<file path="src/rtl/fcmp_pkg.sv">
package fcmp_pkg;

  // channel indices for the per-input front ends
  localparam int unsigned CH_SYNTH   = 0;
  localparam int unsigned CH_UNKNOWN = 1;
  localparam int unsigned NUM_CH     = 2;

  // steering request carried by the latch
  typedef enum logic {
    STEER_DOWN = 1'b0,
    STEER_UP   = 1'b1
  } steer_e;

endpackage

</file>
<file path="src/rtl/fcmp_rst_sync.sv">
module fcmp_rst_sync #(
  parameter int unsigned STAGES = 2
) (
  input  logic clk,
  input  logic arst_n,
  output logic rst_n_o
);

  logic [STAGES-1:0] chain_q;
  logic [STAGES-1:0] chain_d;

  always_comb begin
    chain_d = {chain_q[STAGES-2:0], 1'b1};
  end

  always_ff @(posedge clk or negedge arst_n) begin
    if (!arst_n) begin
      chain_q <= '0;
    end else begin
      chain_q <= chain_d;
    end
  end

  assign rst_n_o = chain_q[STAGES-1];

endmodule

</file>
<file path="src/rtl/fcmp_sync_edge.sv">
module fcmp_sync_edge #(
  parameter int unsigned STAGES = 2
) (
  input  logic clk,
  input  logic rst_n,
  input  logic raw_i,
  output logic rise_o
);

  logic [STAGES-1:0] sync_q;
  logic [STAGES-1:0] sync_d;
  logic              prev_q;
  logic              prev_d;
  logic              level;

  assign level = sync_q[STAGES-1];

  always_comb begin
    sync_d = {sync_q[STAGES-2:0], raw_i};
    prev_d = level;
  end

  always_ff @(posedge clk or negedge rst_n) begin
    if (!rst_n) begin
      sync_q <= '0;
      prev_q <= 1'b0;
    end else begin
      sync_q <= sync_d;
      prev_q <= prev_d;
    end
  end

  assign rise_o = level & ~prev_q;


  rise_single_chk: assert property (@(posedge clk) disable iff (!rst_n)
    rise_o |=> !rise_o);

endmodule

</file>
<file path="src/rtl/fcmp_edge_counter.sv">
module fcmp_edge_counter #(
  parameter int unsigned LIMIT = 2,
  localparam int unsigned CW   = $clog2(LIMIT + 1)
) (
  input  logic clk,
  input  logic rst_n,
  input  logic own_rise_i,
  input  logic other_rise_i,
  output logic hit_o
);

  localparam logic [CW-1:0] TOP     = CW'(LIMIT);
  localparam logic [CW-1:0] PRE_TOP = CW'(LIMIT - 1);
  localparam logic [CW-1:0] ONE     = CW'(1);

  logic [CW-1:0] cnt_q;
  logic [CW-1:0] cnt_d;
  logic          cnt_en;
  logic          at_pre;

  // evaluate with the count held before any clear of this cycle
  assign at_pre = (cnt_q >= PRE_TOP);
  assign hit_o  = own_rise_i & at_pre;

  always_comb begin
    cnt_en = 1'b0;
    cnt_d  = cnt_q;
    if (other_rise_i) begin
      cnt_en = 1'b1;
      cnt_d  = own_rise_i ? ONE : '0;
    end else if (own_rise_i && (cnt_q != TOP)) begin
      cnt_en = 1'b1;
      cnt_d  = cnt_q + ONE;
    end
  end

  always_ff @(posedge clk or negedge rst_n) begin
    if (!rst_n) begin
      cnt_q <= '0;
    end else if (cnt_en) begin
      cnt_q <= cnt_d;
    end
  end


  no_overflow_chk: assert property (@(posedge clk) disable iff (!rst_n)
    cnt_q <= TOP);


  clear_chk: assert property (@(posedge clk) disable iff (!rst_n)
    (other_rise_i && !own_rise_i) |=> (cnt_q == '0));


  restart_chk: assert property (@(posedge clk) disable iff (!rst_n)
    (other_rise_i && own_rise_i) |=> (cnt_q == ONE));

endmodule

</file>
<file path="src/rtl/fcmp_dir_latch.sv">
module fcmp_dir_latch
  import fcmp_pkg::*;
(
  input  logic clk,
  input  logic rst_n,
  input  logic set_i,
  input  logic clr_i,
  output logic dir_o,
  output logic strobe_o
);

  steer_e dir_q;
  steer_e dir_d;
  logic   dir_en;
  logic   strobe_q;
  logic   strobe_d;

  // a colliding set and clear leaves the latch alone
  always_comb begin
    dir_en   = set_i ^ clr_i;
    dir_d    = set_i ? STEER_UP : STEER_DOWN;
    strobe_d = dir_en && (dir_d != dir_q);
  end

  always_ff @(posedge clk or negedge rst_n) begin
    if (!rst_n) begin
      dir_q <= STEER_DOWN;
    end else if (dir_en) begin
      dir_q <= dir_d;
    end
  end

  always_ff @(posedge clk or negedge rst_n) begin
    if (!rst_n) begin
      strobe_q <= 1'b0;
    end else begin
      strobe_q <= strobe_d;
    end
  end

  assign dir_o    = (dir_q == STEER_UP);
  assign strobe_o = strobe_q;


  set_up_chk: assert property (@(posedge clk) disable iff (!rst_n)
    (set_i && !clr_i) |=> dir_o);


  clr_down_chk: assert property (@(posedge clk) disable iff (!rst_n)
    (clr_i && !set_i) |=> !dir_o);


  collide_hold_chk: assert property (@(posedge clk) disable iff (!rst_n)
    (set_i && clr_i) |=> ($stable(dir_o) && !strobe_o));

endmodule

</file>
<file path="src/rtl/fcmp_top.sv">
module fcmp_top
  import fcmp_pkg::*;
#(
  parameter int unsigned SYNC_STAGES = 2,
  parameter int unsigned EDGE_LIMIT  = 2
) (
  input  logic clk,
  input  logic rst_n,
  input  logic synth_i,
  input  logic unknown_i,
  output logic dir_o,
  output logic dir_strobe_o
);

  logic              rst_ns;
  logic [NUM_CH-1:0] raw;
  logic [NUM_CH-1:0] rise;
  logic              up_hit;
  logic              down_hit;

  assign raw[CH_SYNTH]   = synth_i;
  assign raw[CH_UNKNOWN] = unknown_i;

  fcmp_rst_sync #(.STAGES(2)) u_rst (
    .clk     (clk),
    .arst_n  (rst_n),
    .rst_n_o (rst_ns)
  );

  for (genvar ch = 0; ch < NUM_CH; ch++) begin : g_front
    fcmp_sync_edge #(.STAGES(SYNC_STAGES)) u_edge (
      .clk    (clk),
      .rst_n  (rst_ns),
      .raw_i  (raw[ch]),
      .rise_o (rise[ch])
    );
  end

  // unknown edges inside one synthesizer period -> steer up
  fcmp_edge_counter #(.LIMIT(EDGE_LIMIT)) u_up_cnt (
    .clk          (clk),
    .rst_n        (rst_ns),
    .own_rise_i   (rise[CH_UNKNOWN]),
    .other_rise_i (rise[CH_SYNTH]),
    .hit_o        (up_hit)
  );

  // synthesizer edges inside one unknown period -> steer down
  fcmp_edge_counter #(.LIMIT(EDGE_LIMIT)) u_down_cnt (
    .clk          (clk),
    .rst_n        (rst_ns),
    .own_rise_i   (rise[CH_SYNTH]),
    .other_rise_i (rise[CH_UNKNOWN]),
    .hit_o        (down_hit)
  );

  fcmp_dir_latch u_latch (
    .clk      (clk),
    .rst_n    (rst_ns),
    .set_i    (up_hit),
    .clr_i    (down_hit),
    .dir_o    (dir_o),
    .strobe_o (dir_strobe_o)
  );


  strobe_on_change_chk: assert property (@(posedge clk) disable iff (!rst_ns)
    (dir_o != $past(dir_o)) |-> dir_strobe_o);


  strobe_quiet_chk: assert property (@(posedge clk) disable iff (!rst_ns)
    (dir_o == $past(dir_o)) |-> !dir_strobe_o);


  no_early_edge_chk: assert property (@(posedge clk) disable iff (!rst_ns)
    !(rise[CH_SYNTH] || rise[CH_UNKNOWN]) |=> !dir_strobe_o);

endmodule

</file>
<file path="config.mk">
export PLATFORM = sky130hd
export DESIGN_NAME = fcmp_top
export DESIGN_NICKNAME = d
export VERILOG_FILES = /design/src/rtl/fcmp_pkg.sv /design/src/rtl/fcmp_rst_sync.sv /design/src/rtl/fcmp_sync_edge.sv /design/src/rtl/fcmp_edge_counter.sv /design/src/rtl/fcmp_dir_latch.sv /design/src/rtl/fcmp_top.sv
export SDC_FILE = /design/constraint.sdc
export NUM_CORES = 1
export LEC_CHECK = 0
export CAP_MARGIN = 40
export CORE_AREA = 3 3 40 42
export CTS_CLUSTER_SIZE = 40
export DETAILED_ROUTE_END_ITERATION = 7
export DIE_AREA = 0 0 43 45
export GPL_ROUTABILITY_DRIVEN = 0
export PLACE_DENSITY = 0.62
export SLEW_MARGIN = 5
export SYNTH_ARGS = -nofsm -noshare
export SYNTH_HDL_FRONTEND = slang
export SYNTH_SLANG_ARGS = --single-unit
</file>
<file path="constraint.sdc">
create_clock -name clk -period 0.8 [get_ports clk]
set_clock_uncertainty 0.05 [all_clocks]
set_input_delay 0.12 -clock clk [delete_from_list [all_inputs] [get_ports clk]]
set_output_delay 0.12 -clock clk [all_outputs]
set_load 0.01 [all_outputs]
</file>
* Yosys cells after proc, flatten, opt, wreduce, memory -nomap -nowiden *
Cells that the tools add are included.

cells by class
  add/subtract/negate cells = 2
  multipliers = 0
  div/mod/pow operators = 0
  order comparisons = 2
  eq/ne operators = 3
  shift operators = 0
  muxes and demuxes = 11
  bitwise operators = 7
  reductions and logical operators = 7

operators by type and width
  cell                   count
  $mux W2                4
  $mux W1                7
  $add A2 B1 Y2 const B  2
  $and A1 B1 Y1          4
  $ge A2 B1 Y1 const B   2
  $ne A2 B2 Y1 const B   2
  $reduce_and A2 Y1      2
  $reduce_bool A2 Y1     2
  $logic_and A1 B1 Y1    3
  $not A1 Y1             2
  $ne A1 B1 Y1           1
  $xor A1 B1 Y1          1

word-level totals
  register bits after elaboration = 14
  bits in latches = 0
  memory bits (writable) = 0
  bits in read-only memories = 0
  output and inout bits = 2
  memories = 0

* Logic depth before layout (Yosys ltp) *
Gate-level depths: netlist of run 1.

  depth in word-level cells = 6
  mapped depth = 5

* By module *
A second synthesis of run 1 with hierarchy kept.

unflattened totals
  cell total of the unflattened synthesis = 45
  area total of the unflattened synthesis = 589.3 µm²

by module, submodules not included
  module             times used  cells each  area each (µm²)  sequential area each (µm²)
  fcmp_edge_counter  2           13          136.4            50.0
  fcmp_sync_edge     2           4           88.8             75.1
  fcmp_dir_latch     1           8           85.1             50.0
  fcmp_rst_sync      1           3           53.8             50.0

* Worst setup path before layout of run 1 *
No wires, ideal clock.

  path kind = reg-to-reg
  start = register u_down_cnt.cnt_q[0]
  end = register u_latch.dir_q (netlist: u_latch.dir_o)
  arrival = 1.255 ns
  data required time = 0.624 ns
  slack = -0.631 ns
  cell stages (with the launch flop) = 5
  path buffers = 0
  cells stage by stage = dfrtp_1 -> inv_1 -> ha_1 -> or3b_1 -> maj3_2

on the way
  cells in the longest elaborated chain, start to end = 3

RTL lines
  element                 line                     text
  from (decl)             fcmp_edge_counter.sv:16  logic [CW-1:0] cnt_q;
  from (signal assigned)  fcmp_edge_counter.sv:41  cnt_q <= cnt_d;
  $ge A2 B1 Y1            fcmp_edge_counter.sv:22  assign at_pre = (cnt_q >= PRE_TOP);
  $and A1 B1 Y1           fcmp_edge_counter.sv:23  assign hit_o = own_rise_i & at_pre;
  $xor A1 B1 Y1           fcmp_dir_latch.sv:20     dir_en = set_i ^ clr_i;
  to (signal assigned)    fcmp_dir_latch.sv:29     dir_q <= dir_d;
  to (decl)               fcmp_dir_latch.sv:12     steer_e dir_q;

Every way passes these cells.
A chain may end at the register's enable or synchronous reset.

* Worst setup path in the final report of run 1 *
Same ends and word-level chain as after synthesis.

==> results of run 1 <==
[synthesized netlist by cell type]
cell type  number  share of area (%)
and2b_2         1                1.6
conb_1          1               0.66
dfrtp_1        14                 62
ha_1            4                8.9
inv_1           4                2.7
maj3_2          1                2.0
mux2i_1         2                3.5
nand2_1         1               0.66
nand3b_1        1                1.3
nor2_1          4                2.7
nor2b_1         1                1.1
nor3b_1         1                1.3
nor3b_2         2                4.4
o21ai_0         2                1.8
o22ai_1         1                1.1
o31ai_1         2                2.7
or3b_1          1                1.6
[cell usage in the layout (no fill, tap or decap), drive strengths merged]
master | netlist | final
nor3b | 3 | 3
buf | 0 | 16
dfrtp | 14 | 14
o22ai | 1 | 1
nor2 | 4 | 4
nor2b | 1 | 1
and2b | 1 | 1
dlygate4sd3 | 0 | 1
or3b | 1 | 1
conb | 1 | 1
clkdlybuf4s50 | 0 | 3
ha | 4 | 4
nand3b | 1 | 1
mux2i | 2 | 2
nand2 | 1 | 1
inv | 4 | 4
maj3 | 1 | 1
o21ai | 2 | 2
o31ai | 2 | 2
clkbuf | 0 | 4
[per-stage QoR]
step | utilization [%] | hold slack (ns) | cells | instance area, µm² | TNS, ns
floorplan | - | -0.226 | 43 | 579 | -2.19
global placement | 55.7 | 0.105 | 72 | 716 | -3.05
detailed placement | 55.7 | 0.111 | 72 | 716 | -3.46
CTS | 64.3 | 0.115 | 80 | 826 | -3.32
global route | 65.8 | 0.137 | 82 | 846 | -3.76
finish | 65.8 | 0.109 | 82 | 846 | -3.44
[power breakdown]
| part | switching [W] | internal (W) |
|---|---|---|
| clock | 0.000226 | 0.000277 |
| combinational | 0.000337 | 0.000425 |
| sequential | 0.0000766 | 0.000818 |
| total | 0.000640 | 0.00152 |
[layout make-up]
| cell class | count | area [µm²] |
|---|---|---|
| Inverter | 4 | 15.0 |
| Clock buffer | 4 | 36.3 |
| Tap cell | 15 | 18.8 |
| Sequential cell | 14 | 350 |
| Multi-Input combinational cell | 25 | 270 |
| Fill cell | 91 | 439 |
| Timing Repair Buffer | 20 | 155 |
[flip-flops by register name, summed over array words and instances (netlist names)]
signal and cells:
g_front.u_edge.sync_q 4, g_front.u_edge.prev_q 2, u_down_cnt.cnt_q 2, u_rst.chain_q 2, u_up_cnt.cnt_q 2, u_latch.dir_o 1, u_latch.strobe_o 1
[worst reg2reg max path, cell delays in order, from the launching register on]
cell	delay [ns]
dfrtp_1	0.37
inv_2	0.06
ha_4	0.15
or3b_4	0.37
maj3_2	0.32
[worst paths after layout]
| path | startpoint | end | cells past startpoint |
|---|---|---|---|
| setup / recovery | u_down_cnt.cnt_q[0] | u_latch.dir_o | 4 |
| hold / removal | u_rst.chain_q[1] | u_up_cnt.cnt_q[1] | 1 |
| setup reg to reg | u_down_cnt.cnt_q[0] | u_latch.dir_o | 4 |
| hold reg to reg | u_rst.chain_q[1] | u_up_cnt.cnt_q[1] | 1 |
| max in group asynchronous | rst_n | u_rst.chain_q[0] | 2 |
| min in group clk | synth_i | g_front[0].u_edge.sync_q[0] | 1 |
[kinds of logic after synthesis]
kind of cell,after synthesis
AO/OA/AOI/OAI,5
other,1
adder cells (fa/ha/maj),5
flip-flops,14
multiplexers,2
buffers and inverters,4
AND/OR/NAND/NOR,12
[metal layers]
| metal | global-route usage (%) | routed length [µm] |
|---|---|---|
| met5 | 0 | 0 |
| met4 | 5.42 | 17 |
| met2 | 28.4 | 649 |
| met1 | 10.2 | 415 |
| met3 | 3.98 | 49 |
[what timing repair did]
action | 4_1_cts | 5_1_grt
buffers inserted | 3 | 2
hold endpoints to repair | 2 | 0
setup endpoints to repair | 8 | 8
hold buffers | 1 | 0
resized for setup | 19 | 2
pin swaps | 7 | 5
==> flow_summary_export.csv, run 1 <==
group,metric,value,unit
floorplan,die_h,45,µm
synthesis,syn_area,564,µm²
synthesis,syn_nets,51,
global_routing,gr-usage-all-layers,13.1,%
floorplan,core,1280,µm²
min_path,hp-class,"reg2async",
global_routing,grt_pass1_wl,1800,µm
synthesis,synth_xor_area_share,0,%
pwr,powerDensity,2550,nW/µm²
clocking,clk_pin_slew_worst_paths,0.09,ns
layout,final_layout_size_suffix_gt1_share,53.7,%
clocking,htree_levels,1,
route,dr.first_iter.drc_count,1,
critical_path,cp-start-kind,"register",
clocking,root_buffer,"clkbuf_4",
timing,finalHoldViolations,0,
timing,fin_crit,1.44,ns
critical_path,path_delay_family,"adder cells",
layout,synthToLayoutAreaGrowth,49.9,%
placed_design,dpl.hpwl,793,µm
critical_path,cpPeakStageDelay,0.37,ns
run_status,status,"finished, violations left",
pwr,ir_worst_vdd,0.00161,V
route,vias,415,
route,drc,0,
critical_path,cp_num_buf_inv,1,
synthesis,synth_compound_area_share,5.54,%
timing,rsz0062_at_grt,"true",
floorplan,die_w,43,µm
synthesis,synth_top_family_by_area,"simple AND/OR/NAND/NOR gates",
critical_path,reg2reg_slack,-0.64,ns
clocking,clk_latency,0.28,ns
global_routing,grt_max_degree,13,
clocking,cts_tree,"yes",
global_routing,antenna_found_initial,0,
clocking,cts_buffer_depth,2,
timing,period_share,180,%
global_routing,grt_pass1_vias,468,
timing,fin_ws,-0.638,ns
timing,setup-violations-final,8,
synthesis,synthCells,43,
clocking,cts_num_sinks,14,
floorplan,io_pins,6,
placed_design,place_ws,-0.630,ns
run_status,violations,"negative setup slack",
placed_design,port_buffers,5,
synthesis,yosysUniqueCellTypes,17,
synthesis,synth.mux.area_fraction,3.55,%
route,drtAntennaViolNets,0,
layout,fin_nets,76,
synthesis,synthSimpleGateAreaFrac,14.6,%
synthesis,synthAdderAreaFrac,10.9,%
synthesis,syn_area_per_cell,13.1,µm²
critical_path,crit_path_end_kind,"register",
flow_run,drv_cap,0,
critical_path,cp_data_required_time,0.92,ns
floorplan,dieArea,1940,µm²
route,wl,1130,µm
critical_path,cp_data_arrival_time,1.55,ns
clocking,cts-buffers-inserted,3,
critical_path,cp_cell_sequence,"inv_2 > ha_4 > or3b_4 > maj3_2",
floorplan,start_util,43.9,%
global_routing,overflow,0,
timing,fmax,695,MHz
synthesis,ys_seq_area_share,62.1,%
synthesis,postSynthRegisterBits,14,
critical_path,critPathKind,"reg2reg",
synthesis,yosys_warnings,0,
floorplan,num_rows,13,
critical_path,cp_slowest_cell,"dfrtp_1",
pwr,power,0.00216,W
layout,diodes,0,
route,vias_per_cell,5.06,
timing,slew_violations,0,
route,wire_per_inst,13.8,µm
route,drtPass1Iterations,3,
critical_path,crit_fanout,2,
pwr,power_leakage,0.380,nW
Note: power is estimated with default switching activity, not from simulation.
==> run 2: changes to the inputs <==
clock period = 1.5 ns   (was 0.8 ns; I/O delays follow)
==> flow_summary_export.csv, run 2 (synthesis gave the netlist of run 1 again) <==
group,metric,value,unit
pwr,power,0.000992,W
critical_path,critPathKind,"reg2reg",
timing,fmax,685,MHz
route,drtPass1Iterations,4,
placed_design,port_buffers,5,
timing,rsz0062_at_grt,"false",
route,vias_per_cell,5.04,
pwr,power_frac_clock,25.8,%
critical_path,cpPeakStageDelay,0.39,ns
timing,setup_tns,0,ns
clocking,cts_tree,"yes",
critical_path,cp_data_arrival_time,1.57,ns
critical_path,rr_worst_depth,4,
global_routing,grt_pass1_vias,347,
route,drc,0,
placed_design,place_ws,0.0130,ns
timing,fin_hold_ws,0.0612,ns
floorplan,io_pins,6,
min_path,hp-class,"in2async",
clocking,htree_levels,1,
critical_path,cp_slowest_cell,"or3b_4",
route,drtAntennaViolNets,0,
clocking,cts_num_sinks,14,
clocking,root_buffer,"clkbuf_4",
critical_path,cp-start-kind,"register",
layout,fillers,104,
run_status,status,"complete, no violations",
pwr,p_comb_share,26.0,%
timing,setup-violations-final,0,
clocking,hold_buffers,0,
floorplan,dieArea,1940,µm²
floorplan,num_rows,13,
critical_path,r2r_end,"u_latch.dir_o",
route,wire_per_inst,11.8,µm
timing,fin_ws,0.0396,ns
floorplan,core,1280,µm²
critical_path,cp.depth,4,
timing,finalHoldViolations,0,
layout,largest-register,"g_front.u_edge.sync_q",
floorplan,die_h,45,µm
timing,slew_violations,0,
critical_path,path_delay_family,"adder cells",
floorplan,die_w,43,µm
route,wl,816,µm
critical_path,cp_data_required_time,1.61,ns
pwr,ir_worst_vdd,0.000662,V
critical_path,cp_num_buf_inv,1,
placed_design,place_area,633,µm²
critical_path,cp_cell_sequence,"inv_2 > ha_2 > or3b_4 > maj3_2",
clocking,cts-buffers-inserted,3,
pwr,p_int,0.000730,W
layout,diodes,0,
route,dr.first_iter.drc_count,3,
timing,fin_crit,1.46,ns
global_routing,gr-usage-all-layers,10.0,%
layout,final_common_cell,"dfrtp_1",
layout,synthToLayoutAreaGrowth,22.2,%
clocking,clk_pin_slew_worst_paths,0.08,ns
layout,largest_register_ffs,4,
floorplan,start_util,43.9,%
flow_run,drv_cap,0,
pwr,power_switching,0.000262,W
global_routing,antenna_found_initial,0,
clocking,cts_buffer_depth,2,
layout,layout_common_cells,"dfrtp_1 (14), clkdlybuf4s50_1 (5), nor2_1 (4)",
pwr,powerDensity,1440,nW/µm²
layout,final_layout_size_suffix_gt1_share,24.1,%
pwr,switching_share,26.4,%
global_routing,overflow,0,
critical_path,crit_fanout,3,
timing,period_share,97.4,%
critical_path,reg2reg_slack,0.04,ns
critical_path,timing.rr.start,"u_down_cnt.cnt_q[0]",
global_routing,grt_max_degree,13,
layout,design_area,689,µm²
layout,fin_nets,63,
route,vias,348,
global_routing,grt_pass1_wl,1390,µm
clocking,clk_latency,0.27,ns
pwr,power_leakage,0.309,nW
pwr,seq_power_share,48.1,%
critical_path,crit_path_end_kind,"register",
run 2: worst reg2reg max path, stage by stage, from the launching register on:
cell	delay [ns]
dfrtp_1	0.37
inv_2	0.06
ha_2	0.18
or3b_4	0.39
maj3_2	0.31
run 2: final cells by class:
cell class                      count  area, µm²  area share, %
Inverter                            4       15.0           2.18
Timing Repair Buffer                7       65.1           9.44
Tap cell                           15       18.8           2.72
Multi-Input combinational cell     25        204           29.6
Clock buffer                        4       36.3           5.26
Sequential cell                    14        350           50.8
run 2: how the worst max path moves through the flow:
stage                             start            end
floorplan           u_down_cnt.cnt_q[0]  u_latch.dir_o
global route        u_down_cnt.cnt_q[1]  u_latch.dir_o
global placement    u_down_cnt.cnt_q[0]  u_latch.dir_o
finish              u_down_cnt.cnt_q[0]  u_latch.dir_o
CTS                 u_down_cnt.cnt_q[0]  u_latch.dir_o
detailed placement  u_down_cnt.cnt_q[0]  u_latch.dir_o
run 2: what timing repair did:
action / 4_1_cts / 5_1_grt
setup endpoints to repair: 2 / 1
gates resized for setup: 0 / 3
gates cloned: 0 / 0
buffers inserted: 2 / 0
run 2: power groups by stage:
stage | combinational [W] | sequential [W] | clock [W]
2_1_floorplan | 0.000131 | 0.000492 | 0
3_3_place_gp | 0.000198 | 0.000486 | 0
3_5_place_dp | 0.000216 | 0.000494 | 0
4_1_cts | 0.000254 | 0.000477 | 0.000273
5_1_grt | 0.000283 | 0.000486 | 0.000286
6_report | 0.000258 | 0.000477 | 0.000256
run 2: routing by layer:
metal | wire (µm) | part of all wire [%] | global-route usage (%)
met4 | 0 | 0 | 5.42
met2 | 441 | 54 | 17.7
met3 | 35 | 4.3 | 3.59
met1 | 340 | 42 | 10.5
met5 | 0 | 0 | 0
run 2: metrics by stage:
stage / instances / utilization, %
finish: 69 / 53.7
global placement: 63 / 49.3
detailed placement: 63 / 49.3
floorplan: 43 / -
CTS: 69 / 53.3
global route: 69 / 53.7
